### config.mk
export PLATFORM = sky130hd
export DESIGN_NAME = nand_bus_ctrl
export DESIGN_NICKNAME = d
export VERILOG_FILES = /design/src/rtl/nfc_pkg.sv /design/src/rtl/nfc_regs.sv /design/src/rtl/nfc_strobe.sv /design/src/rtl/nand_bus_ctrl.sv
export SDC_FILE = /design/constraint.sdc
export NUM_CORES = 1
export LEC_CHECK = 0
export BUFFER_PORTS_ARGS = -buffer_cell sky130_fd_sc_hd__buf_2
export CAP_MARGIN = 5
export CORE_UTILIZATION = 40
export DETAILED_ROUTE_END_ITERATION = 6
export PLACE_DENSITY_LB_ADDON = 0.3
export SYNTH_ARGS = -nofsm -noshare
export SYNTH_HDL_FRONTEND = slang
export SYNTH_SLANG_ARGS = --single-unit
### constraint.sdc
create_clock -name clk -period 3.42 [get_ports clk]
set_input_delay 0.684 -clock clk [delete_from_list [all_inputs] [get_ports clk]]
set_output_delay 0.684 -clock clk [all_outputs]
set_load 0.01 [all_outputs]
### src/rtl/nfc_pkg.sv
package nfc_pkg;
  // word index of each register (byte address bits above bit 1)
  localparam logic [2:0] IDX_DATA = 3'd0;
  localparam logic [2:0] IDX_MODE = 3'd1;
  localparam logic [2:0] IDX_STAT = 3'd2;
  localparam logic [2:0] IDX_TIME = 3'd5;
  localparam logic [2:0] IDX_RST  = 3'd6;

  // mode register bit positions
  localparam int MB_CLE  = 0;
  localparam int MB_ALE  = 1;
  localparam int MB_CSLO = 2;
  localparam int MB_CE   = 4;
  localparam int MB_WEN  = 7;

  typedef enum logic [1:0] {SQ_IDLE, SQ_PULSE, SQ_HOLD} sq_state_t;
endpackage

### src/rtl/nfc_regs.sv
module nfc_regs #(
  parameter int TW         = 4,
  parameter int RST_CYCLES = 8
) (
  input  logic            clk,
  input  logic            rst,
  input  logic            wr_mode,
  input  logic            wr_time,
  input  logic            wr_rst,
  input  logic [7:0]      wbyte,
  output logic [7:0]      mode_q,
  output logic [2*TW-1:0] time_q,
  output logic            rst_busy
);
  localparam int RCW = $clog2(RST_CYCLES + 1);
  localparam logic [TW-1:0] FMAX = '1;

  logic [RCW-1:0] rcnt;
  logic           clear_now;

  function automatic logic [TW-1:0] fix_field(input logic [TW-1:0] v);
    return (v == '0) ? TW'(1) : v;
  endfunction

  assign clear_now = (rcnt == RCW'(1));
  assign rst_busy  = (rcnt != '0);

  always_ff @(posedge clk) begin
    if (rst || clear_now) begin
      mode_q <= '0;
      time_q <= {FMAX, FMAX};
    end else begin
      if (wr_mode) mode_q <= wbyte;
      if (wr_time) time_q <= {fix_field(wbyte[2*TW-1:TW]), fix_field(wbyte[TW-1:0])};
    end
  end

  always_ff @(posedge clk) begin
    if (rst)                   rcnt <= '0;
    else if (rcnt != '0)       rcnt <= rcnt - RCW'(1);
    else if (wr_rst && wbyte[0]) rcnt <= RCW'(RST_CYCLES);
  end

  // neither timing field can hold zero
  a_r4_fields_nonzero: assert property (@(posedge clk) disable iff (rst)
    (time_q[TW-1:0] != '0) && (time_q[2*TW-1:TW] != '0));

  // when the soft reset finishes the registers are back at reset values
  a_r10_clear_done: assert property (@(posedge clk) disable iff (rst)
    $fell(rst_busy) |-> (mode_q == 8'h00 && time_q == {FMAX, FMAX}));
endmodule

### src/rtl/nfc_strobe.sv
module nfc_strobe
  import nfc_pkg::*;
#(
  parameter int TW = 4
) (
  input  logic          clk,
  input  logic          rst,
  input  logic          start,
  input  logic          is_rd,
  input  logic [7:0]    wbyte,
  input  logic [TW-1:0] spw,
  input  logic [TW-1:0] hold,
  input  logic [7:0]    din,
  output logic          we_n,
  output logic          re_n,
  output logic [7:0]    dout,
  output logic          doe,
  output logic          busy,
  output logic          done,
  output logic [7:0]    rbyte
);
  localparam int CW = TW + 1;

  sq_state_t     state;
  logic [CW-1:0] cnt;
  logic [TW-1:0] hold_q;
  logic          rd_q;

  assign busy = (state != SQ_IDLE);

  always_ff @(posedge clk) begin
    if (rst) begin
      state  <= SQ_IDLE;
      cnt    <= '0;
      hold_q <= '0;
      rd_q   <= 1'b0;
      we_n   <= 1'b1;
      re_n   <= 1'b1;
      dout   <= '0;
      doe    <= 1'b0;
      done   <= 1'b0;
      rbyte  <= '0;
    end else begin
      done <= 1'b0;
      case (state)
        SQ_IDLE: if (start) begin
          state  <= SQ_PULSE;
          cnt    <= CW'(spw);
          hold_q <= hold;
          rd_q   <= is_rd;
          we_n   <= is_rd;
          re_n   <= !is_rd;
          doe    <= !is_rd;
          if (!is_rd) dout <= wbyte;
        end
        SQ_PULSE: if (cnt == '0) begin
          state <= SQ_HOLD;
          cnt   <= CW'(hold_q) + CW'(1);
          we_n  <= 1'b1;
          re_n  <= 1'b1;
          if (rd_q) rbyte <= din;
        end else begin
          cnt <= cnt - CW'(1);
        end
        SQ_HOLD: if (cnt == '0) begin
          state <= SQ_IDLE;
          doe   <= 1'b0;
          done  <= 1'b1;
        end else begin
          cnt <= cnt - CW'(1);
        end
        default: state <= SQ_IDLE;
      endcase
    end
  end

  // checker-side pulse length measurement
  logic [CW:0]   low_run;
  logic [TW-1:0] spw_seen;
  always_ff @(posedge clk) begin
    if (rst) begin
      low_run  <= '0;
      spw_seen <= '0;
    end else begin
      low_run <= (!we_n || !re_n) ? low_run + (CW+1)'(1) : '0;
      if (start && state == SQ_IDLE) spw_seen <= spw;
    end
  end

  // a finished strobe pulse lasted pulse+1 clocks
  a_r5_pulse_width: assert property (@(posedge clk) disable iff (rst)
    (low_run != '0 && we_n && re_n) |-> (low_run == (CW+1)'(spw_seen) + (CW+1)'(1)));

  // write and read strobes are never low together
  a_r5_strobe_excl: assert property (@(posedge clk) disable iff (rst)
    !(!we_n && !re_n));

  // data is only driven inside a strobe cycle
  a_r5_doe_in_cycle: assert property (@(posedge clk) disable iff (rst)
    doe |-> busy);

  // completion is a single-clock event
  a_r9_done_pulse: assert property (@(posedge clk) disable iff (rst)
    done |=> !done);
endmodule

### src/rtl/nand_bus_ctrl.sv
module nand_bus_ctrl
  import nfc_pkg::*;
#(
  parameter int ADDR_W     = 5,
  parameter int NUM_CS     = 4,
  parameter int TW         = 4,
  parameter int RST_CYCLES = 8
) (
  input  logic              clk,
  input  logic              rst,
  input  logic              bus_req,
  input  logic              bus_wr,
  input  logic [ADDR_W-1:0] bus_addr,
  input  logic [31:0]       bus_wdata,
  output logic [31:0]       bus_rdata,
  output logic              bus_ack,
  output logic              nand_cle,
  output logic              nand_ale,
  output logic [NUM_CS-1:0] nand_ce_n,
  output logic              nand_we_n,
  output logic              nand_re_n,
  output logic [7:0]        nand_dout,
  output logic              nand_doe,
  input  logic [7:0]        nand_din,
  input  logic              nand_rb_n
);
  localparam int CS_W = $clog2(NUM_CS);

  logic [2:0]        idx;
  logic              acc, is_data, launch_ok, seq_start;
  logic              rd_wait, rb_busy;
  logic [7:0]        mode_q;
  logic [2*TW-1:0]   time_q;
  logic              rst_busy;
  logic              sq_busy, sq_done;
  logic [7:0]        rbyte;
  logic [31:0]       reg_rd;
  logic [NUM_CS-1:0] ce_next;

  assign idx       = 3'(bus_addr[ADDR_W-1:2]);
  assign acc       = bus_req && !bus_ack && !rd_wait;
  assign is_data   = (idx == IDX_DATA);
  assign launch_ok = mode_q[MB_WEN] || mode_q[MB_ALE] || mode_q[MB_CLE];
  assign seq_start = acc && is_data && !sq_busy && (!bus_wr || launch_ok);

  nfc_regs #(.TW(TW), .RST_CYCLES(RST_CYCLES)) u_regs (
    .clk      (clk),
    .rst      (rst),
    .wr_mode  (acc && bus_wr && idx == IDX_MODE),
    .wr_time  (acc && bus_wr && idx == IDX_TIME),
    .wr_rst   (acc && bus_wr && idx == IDX_RST),
    .wbyte    (bus_wdata[7:0]),
    .mode_q   (mode_q),
    .time_q   (time_q),
    .rst_busy (rst_busy)
  );

  nfc_strobe #(.TW(TW)) u_strobe (
    .clk   (clk),
    .rst   (rst),
    .start (seq_start),
    .is_rd (!bus_wr),
    .wbyte (bus_wdata[7:0]),
    .spw   (time_q[TW-1:0]),
    .hold  (time_q[2*TW-1:TW]),
    .din   (nand_din),
    .we_n  (nand_we_n),
    .re_n  (nand_re_n),
    .dout  (nand_dout),
    .doe   (nand_doe),
    .busy  (sq_busy),
    .done  (sq_done),
    .rbyte (rbyte)
  );

  always_comb begin
    case (idx)
      IDX_MODE: reg_rd = {24'd0, mode_q};
      IDX_STAT: reg_rd = {24'd0, rb_busy, sq_busy, 6'd0};
      IDX_TIME: reg_rd = {24'd0, time_q};
      IDX_RST:  reg_rd = {31'd0, rst_busy};
      default:  reg_rd = '0;
    endcase
  end

  for (genvar g = 0; g < NUM_CS; g++) begin : g_ce
    assign ce_next[g] = !(mode_q[MB_CE] && mode_q[MB_CSLO +: CS_W] == CS_W'(g));
  end

  always_ff @(posedge clk) begin
    if (rst) begin
      bus_ack   <= 1'b0;
      bus_rdata <= '0;
      rd_wait   <= 1'b0;
      rb_busy   <= 1'b0;
      nand_cle  <= 1'b0;
      nand_ale  <= 1'b0;
      nand_ce_n <= '1;
    end else begin
      bus_ack   <= 1'b0;
      rb_busy   <= !nand_rb_n;
      nand_cle  <= mode_q[MB_CLE];
      nand_ale  <= mode_q[MB_ALE];
      nand_ce_n <= ce_next;
      if (rd_wait && sq_done) begin
        bus_ack   <= 1'b1;
        bus_rdata <= {24'd0, rbyte};
        rd_wait   <= 1'b0;
      end else if (acc && !(is_data && sq_busy)) begin
        if (is_data && !bus_wr) begin
          rd_wait <= 1'b1;
        end else begin
          bus_ack   <= 1'b1;
          bus_rdata <= bus_wr ? 32'd0 : reg_rd;
        end
      end
    end
  end

  // at most one device is selected
  a_r3_one_ce: assert property (@(posedge clk) disable iff (rst)
    $countones(~nand_ce_n) <= 1);

  // acknowledge lasts one clock
  a_r9_ack_pulse: assert property (@(posedge clk) disable iff (rst)
    bus_ack |=> !bus_ack);

  // busy flag follows the ready/busy pin one clock later
  a_r8_busy_mirror: assert property (@(posedge clk) disable iff (rst)
    !$past(rst) |-> (rb_busy == !$past(nand_rb_n)));

  // a pending read is answered only after the strobe engine finishes
  a_r9_read_after_done: assert property (@(posedge clk) disable iff (rst)
    (rd_wait && bus_ack) |-> 1'b0);
endmodule

# Yosys cells after proc, flatten, opt, wreduce, memory -nomap -nowiden
# Cells that the tools add are included.
[totals] wordCells=126 ff_bits=93 output_inout_bits=50 input_bits=50
[op_classes] n_reduce_logical=57 n_eq_ne=15 bitwise=2 muxes=28 n_addsub=3
[op_table] operator="$mux W8" count=4
[op_table] operator="$pmux W8 S4" count=1
[op_table] operator="$logic_and A1 B1 Y1" count=18
[op_table] operator="$reduce_and A3 Y1" count=6
[op_table] operator="$mux W4" count=4
[op_table] operator="$mux W5" count=3
[op_table] operator="$pmux W5 S3" count=1
[op_table] operator="$logic_not A1 Y1" count=10
[op_table] operator="$reduce_bool A2 Y1" count=5
[op_table] operator="$logic_not A4 Y1" count=2
[op_table] operator="$mux W1" count=8
[op_table] operator="$reduce_and A2 Y1" count=4
[op_table] operator="$eq A2 B2 Y1 const B" count=3
[op_table] operator="$eq A3 B3 Y1 const B" count=2
[op_table] operator="$mux W2" count=3
[op_table] operator="$ne A2 B2 Y1 const B" count=3
[op_table] operator="$pmux W1 S2" count=3
[op_table] operator="$pmux W2 S3" count=1
[op_table] operator="$add A4 B1 Y5 const B" count=1
[op_table] operator="$logic_not A5 Y1" count=1
[op_table] operator="$sub A5 B1 Y5 const B" count=1
[op_table] operator="$eq A2 B1 Y1 const B" count=2
[op_table] operator="$eq A4 B1 Y1 const B" count=1
[op_table] operator="$logic_not A2 Y1" count=2
[op_table] operator="10 further kinds" count=16

# Longest topological paths before layout
# Gate-level depths: netlist (run 1).
[depth] ltp_word=8 depth_mapped=8 ltp_nobuf=7

# Hierarchy
# From an unflattened synthesis (run 1), not the netlist that was laid out.
[unflattened] cells_unflattened=377 hier_area_um2=3333.2
[by_module_without_submodules] mod="nfc_strobe" seq_area_each_um2=640.6 area_per_inst_um2=1550.2 n_inst=1 cells_per_inst=181
[by_module_without_submodules] mod="nand_bus_ctrl" seq_area_each_um2=340.3 area_per_inst_um2=1012.2 n_inst=1 cells_per_inst=121
[by_module_without_submodules] mod="nfc_regs" seq_area_each_um2=400.4 area_per_inst_um2=770.7 n_inst=1 cells_per_inst=75

# Worst setup path before layout (run 1)
# OpenSTA, ideal clock, no wires.
[synth_timing] kind="input-to-reg" from="in bus_req" to="reg u_strobe.cnt[0]" t_required_ns=3.350 arrival_ns=2.158 n_path_buf=1 setup_ns=0.070 path_slack_ns=1.192 cell_stages=6 cell_sequence="or3b_1 buf_6 o31ai_4 nand2_4 or3_1 a21oi_1"
[synth_via] elab_chain_len=7
[synth_rtl] element="from (decl)" line_no="nand_bus_ctrl.sv:11" source="input logic bus_req,"
[synth_rtl] element="$logic_and A1 B1 Y1 (2 in a row)" line_no="nand_bus_ctrl.sv:41" source="assign acc = bus_req && !bus_ack && !rd_wait;"
[synth_rtl] element="$logic_and A1 B1 Y1 (3 in a row)" line_no="nand_bus_ctrl.sv:44" source="assign seq_start = acc && is_data && !sq_busy && (!bus_wr || launch_ok);"
[synth_rtl] element="$ne A2 B2 Y1 (no source line)"
[synth_rtl] element="$reduce_and A3 Y1 (no source line)"
[synth_rtl] element="to (signal assigned)" line_no="nfc_strobe.sv:58" source="cnt <= CW'(hold_q) + CW'(1);"
[synth_rtl] element="to (signal assigned)" line_no="nfc_strobe.sv:63" source="cnt <= cnt - CW'(1);"
[synth_rtl] element="to (signal assigned)" line_no="nfc_strobe.sv:70" source="cnt <= cnt - CW'(1);"
[synth_rtl] element="to (decl)" line_no="nfc_strobe.sv:25" source="logic [CW-1:0] cnt;"
# No other way between the ends.
# A chain may end at the register's enable or synchronous reset.

# Final worst setup path (run 1)
[layout_timing] from="in bus_wr" to="reg u_strobe.cnt[3]"
[layout_via] elab_chain_len=5
[layout_rtl] element="from (decl)" line_no="nand_bus_ctrl.sv:12" source="input logic bus_wr,"
[layout_rtl] element="$logic_not A1 Y1" line_no="nand_bus_ctrl.sv:44"
[layout_rtl] element="$logic_or A1 B1 Y1" line_no="nand_bus_ctrl.sv:44"
[layout_rtl] element="$logic_and A1 B1 Y1" line_no="nand_bus_ctrl.sv:44"
[layout_rtl] element="$ne A2 B2 Y1 (no source line)"
[layout_rtl] element="$reduce_and A3 Y1 (no source line)"
# No other way between the ends.

==> impl_metrics.tcl, run 1 <==
set metrics [dict create \
    pre_cts_ws_ns 0.517 \
    rsz0062_at_grt "no" \
    path_cells "buf_2 > nor4b_1 > o31ai_4 > nand2_4 > a2111oi_0 > a311o_2" \
    hold_slack_ns 0.454 \
    port_buffers 49 \
    root_buffer "clkbuf_8" \
    antenna_found_initial 0 \
    die_x_um 92.1 \
    post_cts_buffers 0 \
    grt_pass1_vias 2400 \
    start_util 0.416 \
    final_util 0.470 \
    via_per_inst 5.16 \
    clock.fmax_ghz 0.396 \
    drc 0 \
    dieArea_mm2 0.00849 \
    cts_tree "built" \
    cpPeakStageDelay_ns 0.87 \
    final_cell_mix "dfxtp_1 (69), buf_2 (49), nand2_1 (48), nor2_1 (34), a21oi_1 (31)" \
    hold_class "flip-flop to flip-flop" \
    wl_per_cell_um 14.0 \
    synth-warning-count 0 \
    place.gp.congestion 0.849 \
    arrival_ns 2.75 \
    p_per_area_mw_per_mm2 550 \
    dp_hpwl_um 5190 \
    leakage_nw 1.54 \
    h-tree-depth 3 \
    synth_edf_count 0 \
    dr.pass1.iters 4 \
    syn_avg_cell_area_um2 8.91 \
    critPathBufInv 1 \
    cts_buffer_depth 2 \
    syn_inst 365 \
    fin_setup_tns_ns 0 \
    grt_max_degree 51 \
    setup_violations 0 \
    post_cts_resized 0 \
    final_max_slew_viol_count 0 \
    drt_iter0_drc 171 \
    report.final.hold_viol_count 0 \
    grtUsageTotal 0.182 \
    cts.sinks 69 \
    vias 2673 \
    relSlewSlack 0.315 \
    synth-async-reset-ratio 0 \
    n_antenna_cell 0 \
    rows 32 \
    clkSlewWorstSetupHoldPaths_ns 0.08 \
    yosysSeqAreaShare 0.425 \
    worstMarginPinSlew_ns 1.01 \
    cp_top_family "simple AND/OR/NAND/NOR gates" \
    final_cells 518 \
    die_h_um 92.1 \
    crit_fanout 20 \
    final_common_cell "dfxtp_1" \
    outcome "finished clean" \
    finalPower_mw 2.02 \
    gr-total-overflow 0 \
    synthDistinctLibCells 54 \
    ys.flop_type "dfxtp_1" \
    ys_ff_latch 69 \
    cp_slowest_cell "nor4b_1" \
    place_area_mm2 0.00347 \
    cp-end-kind "flip-flop" \
    cts_buffers 9 \
    clock_latency_ns 0.34 \
    criticalPathCategory "input pin to flip-flop" \
    num-nets-final 469 \
    ant_nets 0 \
    core_mm2 0.00781 \
    synth_area_mm2 0.00325 \
    synthToLayoutAreaGrowth_pct 12.8 \
    cts_hold_buffers 0 \
    final_area_mm2 0.00367 \
    setup_ws_ns 0.894 \
    io_pins 100 \
    max-cap-violations 0 \
    worstPathRequired_ns 3.65 \
    clock_skew_ns 0.00790 \
    critPathLaunchType "input pin" \
    grt_pass1_wl_um 12000 \
    drive_gt1_frac 0.200 \
    wl_um 7250 \
    dp_cells 502 \
    post-route-period-util 0.738 \
    fin_crit_ns 2.53 \
    ir_worst_vdd_uv 226 \
]
==> kinds of logic (layout without fill, tap and decap cells) <==
| logic type | Yosys count | after routing | share of synthesized area |
|---|---|---|---|
| multiplexers | 24 | 24 | 0.0758 |
| buffers and inverters | 47 | 75 | 0.0885 |
| flip-flops | 69 | 69 | 0.425 |
| AND/OR/NAND/NOR | 140 | 140 | 0.214 |
| AO/OA/AOI/OAI | 71 | 71 | 0.151 |
| other | 1 | 24 | 0.00115 |
| XOR/XNOR | 5 | 5 | 0.0135 |
| adder cells (fa/ha/maj) | 8 | 8 | 0.0308 |
==> synth_stat cells (5+ instances only) <==
cell type	instances	share of area
buf_4	24	0.055
nand3_1	15	0.023
mux2_2	5	0.017
o21ai_0	7	0.011
a222oi_1	6	0.018
nand2_1	48	0.055
nor2_1	34	0.039
clkbuf_1	9	0.010
a21oi_1	31	0.048
ha_1	8	0.031
inv_1	8	0.0092
mux2i_1	19	0.059
nor3_1	9	0.014
dfxtp_1	69	0.42
==> path summary, 6_finish.rpt <==
| path | startpoint | endpoint | slack [ns] | cells past startpoint |
|---|---|---|---|---|
| max | bus_wr | u_strobe.cnt[3]$_SDFFE_PP0P_ | 0.89 | 6 |
| min | u_regs.mode_q[3]$_SDFFE_PP0P_ | nand_ce_n[2]$_SDFF_PP1_ | 0.45 | 1 |
| max reg2reg | u_strobe.cnt[0]$_SDFFE_PP0P_ | u_strobe.cnt[3]$_SDFFE_PP0P_ | 1.20 | 7 |
| min reg2reg | u_regs.mode_q[3]$_SDFFE_PP0P_ | nand_ce_n[2]$_SDFF_PP1_ | 0.45 | 1 |
==> where the power goes <==
| part | switching, mW | total [mW] | internal (mW) |
|---|---|---|---|
| registers | 0.0390 | 0.878 | 0.839 |
| logic | 0.287 | 0.487 | 0.199 |
| clock network | 0.313 | 0.652 | 0.339 |
==> final cells by class <==
| class | instances | area (um2) |
|---|---|---|
| multi-input combinational | 272 | 1670 |
| sequential | 69 | 1380 |
| timing repair buffer | 51 | 260 |
| tap | 102 | 128 |
| fill | 772 | 4140 |
| inverter | 8 | 30.0 |
| clock buffer | 9 | 124 |
| clock inverter | 7 | 76.3 |
==> layer usage <==
metal / GRT usage / share of wire / up-vias
li1: - / - / 1335
met4: 0.0430 / 0.0054 / 0
met2: 0.279 / 0.45 / 86
met5: 0 / 0 / -
met1: 0.248 / 0.48 / 1245
met3: 0.0564 / 0.066 / 7
==> state kept, by name, indices dropped and copies added (netlist names) <==
name             count
bus_rdata            8
u_regs.mode_q        8
u_regs.time_q        8
u_strobe.dout        8
u_strobe.rbyte       8
u_strobe.cnt         5
nand_ce_n            4
u_regs.rcnt          4
u_strobe.hold_q      4
u_strobe.state       2
bus_ack              1
nand_ale             1
nand_cle             1
rb_busy              1
rd_wait              1
u_strobe.doe         1
u_strobe.done        1
u_strobe.rd_q        1
u_strobe.re_n        1
u_strobe.we_n        1
Power figures use the tool's default switching activity.
==> run 2: changes to the inputs <==
clock period = 2.27 ns   (was 3.42 ns; I/O delays follow)
==> impl_metrics.tcl, run 2 (same netlist as run 1, synthesis figures left out) <==
set metrics [dict create \
    criticalPathCategory "flip-flop to flip-flop" \
    cp_top_family "simple AND/OR/NAND/NOR gates" \
    r2r_setup_slack_ns 0.19 \
    num-nets-final 483 \
    drc 0 \
    final.fill_count 776 \
    wl_per_cell_um 14.3 \
    start_util 0.416 \
    drive_gt1_frac 0.226 \
    cts_buffers 9 \
    hold_end "rb_busy$_SDFF_PP0_" \
    dr.pass1.iters 5 \
    grt_pass1_vias 2484 \
    cts_buffer_depth 2 \
    synthToLayoutAreaGrowth_pct 16.7 \
    port_buffers 49 \
    core_mm2 0.00781 \
    arrival_ns 2.31 \
    final_common_cell "dfxtp_1" \
    cts_tree "built" \
    path_cells "inv_1 > ha_1 > or4b_2 > nand2_1 > a21o_1 > a2111oi_0 > a311o_2" \
    fin_setup_tns_ns 0 \
    clock_latency_ns 0.35 \
    gr-total-overflow 0 \
    relSlewSlack 0.506 \
    h-tree-depth 3 \
    fin_crit_ns 2.08 \
    leakage_nw 1.62 \
    die_x_um 92.1 \
    n_antenna_cell 0 \
    p_per_area_mw_per_mm2 827 \
    place.gp.congestion 0.823 \
    multiInputGateArea_mm2 0.00167 \
    dieArea_mm2 0.00849 \
    report.final.hold_viol_count 0 \
    vias 2729 \
    cts_hold_buffers 0 \
    die_h_um 92.1 \
    crit_fanout 4 \
    r2r_end "u_strobe.cnt[3]$_SDFFE_PP0P_" \
    cpPeakStageDelay_ns 0.67 \
    dp_hpwl_um 5630 \
    place_area_mm2 0.00358 \
    rsz0062_at_grt "no" \
    holdCritStartpoint "nand_rb_n" \
    final_max_slew_viol_count 0 \
    setup_violations 0 \
    grt_max_degree 37 \
    wl_um 7620 \
    io_pins 100 \
    cp_slowest_cell "or4b_2" \
    ir_worst_vdd_uv 384 \
    antenna_found_initial 0 \
    whs_path_depth 2 \
    grtUsageTotal 0.192 \
    rows 32 \
    reg2reg_depth 7 \
    final_util 0.486 \
    hold_slack_ns 0.271 \
    clkSlewWorstSetupHoldPaths_ns 0.08 \
    worstMarginPinSlew_ns 0.738 \
    cp-end-kind "flip-flop" \
    critPathLaunchType "flip-flop" \
    root_buffer "clkbuf_8" \
    drt_iter0_drc 148 \
    final_cell_mix "dfxtp_1 (69), buf_2 (49), nand2_1 (48), nor2_1 (34), a21oi_1 (31)" \
    outcome "finished clean" \
    hold_class "input pin to flip-flop" \
    grt_pass1_wl_um 12600 \
    critPathBufInv 1 \
    regArea_mm2 0.00138 \
    clock_skew_ns 0.0153 \
    via_per_inst 5.13 \
    post-route-period-util 0.917 \
    clock.fmax_ghz 0.481 \
    ant_nets 0 \
    worstPathRequired_ns 2.50 \
    cts.sinks 69 \
    final_area_mm2 0.00379 \
    r2r_start "u_strobe.cnt[1]$_SDFFE_PP0P_" \
    max-cap-violations 0 \
]
[run 2: cell count changes in the layout (fill, tap and decap cells not counted)]
cell,delta
buf_12,+1
buf_4,+13
clkbuf_1,+1
clkbuf_8,+1
clkinv_4,-1
clkinvlp_4,-1
nor4b_1,-1
nor4b_2,+1
[run 2: worst max path at each step]
| stage | slack [ns] | to | depth (start not counted) | startpoint |
|---|---|---|---|---|
| final | 0.19 | u_strobe.cnt[3]$_SDFFE_PP0P_ | 7 | u_strobe.cnt[1]$_SDFFE_PP0P_ |
| after global placement | 0.02 | u_strobe.cnt[3]$_SDFFE_PP0P_ | 6 | bus_wr |
| after floorplan | 0.24 | u_strobe.cnt[3]$_SDFFE_PP0P_ | 8 | u_strobe.cnt[0]$_SDFFE_PP0P_ |
| after detailed placement | -0.06 | u_strobe.cnt[3]$_SDFFE_PP0P_ | 6 | bus_wr |
| after global routing | 0.13 | u_strobe.cnt[3]$_SDFFE_PP0P_ | 7 | u_strobe.cnt[0]$_SDFFE_PP0P_ |
| after CTS | 0.07 | u_strobe.cnt[3]$_SDFFE_PP0P_ | 5 | u_regs.mode_q[0]$_SDFFE_PP0P_ |
[run 2: cell type report]
cell class,count,area share
multi-input cells,272,0.441
flip-flops and latches,69,0.364
repair buffers,65,0.0996
clock buffers,11,0.0373
well taps,102,0.0337
clock inverters,5,0.0158
inverters,8,0.00792
[run 2: report_power, final]
part | internal [mW] | total (mW) | switching (mW)
registers | 1.26 | 1.32 | 0.0538
clock network | 0.540 | 1.02 | 0.485
logic | 0.351 | 0.793 | 0.442
total | 2.16 | 3.14 | 0.980
[run 2: routing by layer]
metal / GRT usage / vias to the layer above / part of all wire
li1: - / 1360 / -
met1: 0.266 / 1288 / 0.49
met2: 0.283 / 72 / 0.43
met3: 0.0572 / 9 / 0.062
met4: 0.0651 / 0 / 0.014
met5: 0 / - / 0
[run 2: per-stage QoR]
step                      instances  setup WS (ns)  total power [mW]
after detailed placement        516        -0.0579              2.14
after CTS                       532         0.0666              3.16
after global routing            532          0.131              3.31
after floorplan                 388          0.239              1.92
final                           532          0.189              3.14
after global placement          516         0.0186              2.13
[run 2: what timing repair did]
item	in CTS	in global routing
buffers inserted	0	0
resized for setup	0	1
endpoints found under the setup margin	0	3
==> run 3: changes to the inputs <==
RECOVER_POWER = 25   (was not set)
==> impl_metrics.tcl, run 3 (same netlist as run 1, synthesis figures left out) <==
set metrics [dict create \
    crit_fanout 4 \
    root_buffer "clkbuf_8" \
    grt_pass1_vias 2484 \
    post_cts_buffers 0 \
    num-nets-final 483 \
    wl_met1_um 3680 \
    drc 0 \
    gr-total-overflow 0 \
    criticalPathCategory "flip-flop to flip-flop" \
    dp_hpwl_um 5630 \
    cts_buffer_depth 2 \
    cp-end-kind "flip-flop" \
    start_util 0.416 \
    clock_latency_ns 0.35 \
    place.gp.congestion 0.823 \
    fin_crit_ns 2.10 \
    clock_skew_ns 0.0157 \
    wl_met3_um 516 \
    relSlewSlack 0.506 \
    worstMarginPinSlew_ns 0.738 \
    fin_setup_tns_ns 0 \
    pre_cts_ws_ns -0.0579 \
    rows 32 \
    die_h_um 92.1 \
    final_max_slew_viol_count 0 \
    hold_class "input pin to flip-flop" \
    synthToLayoutAreaGrowth_pct 16.1 \
    final.fill_count 779 \
    dr.pass1.iters 5 \
    ir_worst_vdd_uv 385 \
    setup_ws_ns 0.171 \
    clock.fmax_ghz 0.476 \
    dieArea_mm2 0.00849 \
    arrival_ns 2.33 \
    via_per_inst 5.13 \
    grtUsageTotal 0.192 \
    worstPathRequired_ns 2.50 \
    p_per_area_mw_per_mm2 831 \
    report.final.hold_viol_count 0 \
    h-tree-depth 3 \
    maxUsedRoutingLayer "met4" \
    wl_um 7630 \
    wl_met2_um 3320 \
    critPathLaunchType "flip-flop" \
    cts_buffers 9 \
    wl_per_cell_um 14.3 \
    max-cap-violations 0 \
    rsz0062_at_grt "no" \
    n_antenna_cell 0 \
    drt_iter0_drc 154 \
    final_common_cell "dfxtp_1" \
    antenna_found_initial 0 \
    outcome "finished clean" \
    post-route-period-util 0.925 \
    io_pins 100 \
    cts_tree "built" \
    die_x_um 92.1 \
    leakage_nw 1.58 \
    ant_nets 0 \
    core_mm2 0.00781 \
    cts.sinks 69 \
    grt_pass1_wl_um 12600 \
    vias 2730 \
    drive_gt1_frac 0.193 \
    setup_violations 0 \
    final_cell_mix "dfxtp_1 (69), nand2_1 (48), buf_2 (35), nor2_1 (34), a21oi_1 (31)" \
    port_buffers 49 \
    clkSlewWorstSetupHoldPaths_ns 0.08 \
    hold_slack_ns 0.272 \
    grt_max_degree 37 \
]
==> run 3: cell types whose count changed in the layout (fill, tap and decap cells not counted) <==
cell,before,now
clkbuf_2,0,1
buf_2,49,35
buf_4,15,14
clkbuf_1,1,15
==> run 3: report_power, final <==
part	switching (mW)	internal [mW]
registers	0.0540	1.26
clock network	0.484	0.540
logic	0.444	0.349
==> run 3: layout make-up <==
type                    count  area, um2  share of cell area
clock buffers              11        141              0.0375
flip-flops and latches     69       1380               0.366
well taps                 102        128              0.0338
multi-input cells         272       1670               0.444
repair buffers             65        358              0.0949
clock inverters             5       60.1              0.0159
inverters                   8       30.0             0.00796
==> run 3: what timing repair did <==
item,in CTS,in global routing
setup endpoints to repair,0,3
resized for setup,0,1
hold buffers,0,0
hold endpoints to repair,0,0
==> run 3: path summary, 6_finish.rpt <==
path	startpoint	to	slack [ns]	cells after the start
setup reg to reg	u_strobe.cnt[1]$_SDFFE_PP0P_	u_strobe.cnt[3]$_SDFFE_PP0P_	0.17	7
setup / recovery	u_strobe.cnt[1]$_SDFFE_PP0P_	u_strobe.cnt[3]$_SDFFE_PP0P_	0.17	7
hold / removal	nand_rb_n	rb_busy$_SDFF_PP0_	0.27	2
hold reg to reg	u_regs.mode_q[3]$_SDFFE_PP0P_	nand_ce_n[2]$_SDFF_PP1_	0.45	1
==> run 3: layer usage <==
metal,vias up,GRT usage
met5,-,0
met4,0,0.0651
met3,9,0.0572
met2,73,0.283
met1,1283,0.266
li1,1365,-
==> run 3: through the flow <==
stage,util,cell area [um2],std cells,power [mW]
6_report,0.483,3770,532,3.14
5_1_grt,0.483,3770,532,3.31
3_5_place_dp,0.459,3580,516,2.14
3_3_place_gp,0.459,3580,516,2.13
4_1_cts,0.485,3790,532,3.16
2_1_floorplan,-,3340,388,1.92
==> run 3: critical path: stages, from the launching register on <==
cell and delay [ns]:
dfxtp_1 0.33, inv_1 0.07, ha_1 0.15, or4b_2 0.66
nand2_1 0.18, a21o_1 0.13, a2111oi_0 0.08, a311o_2 0.38
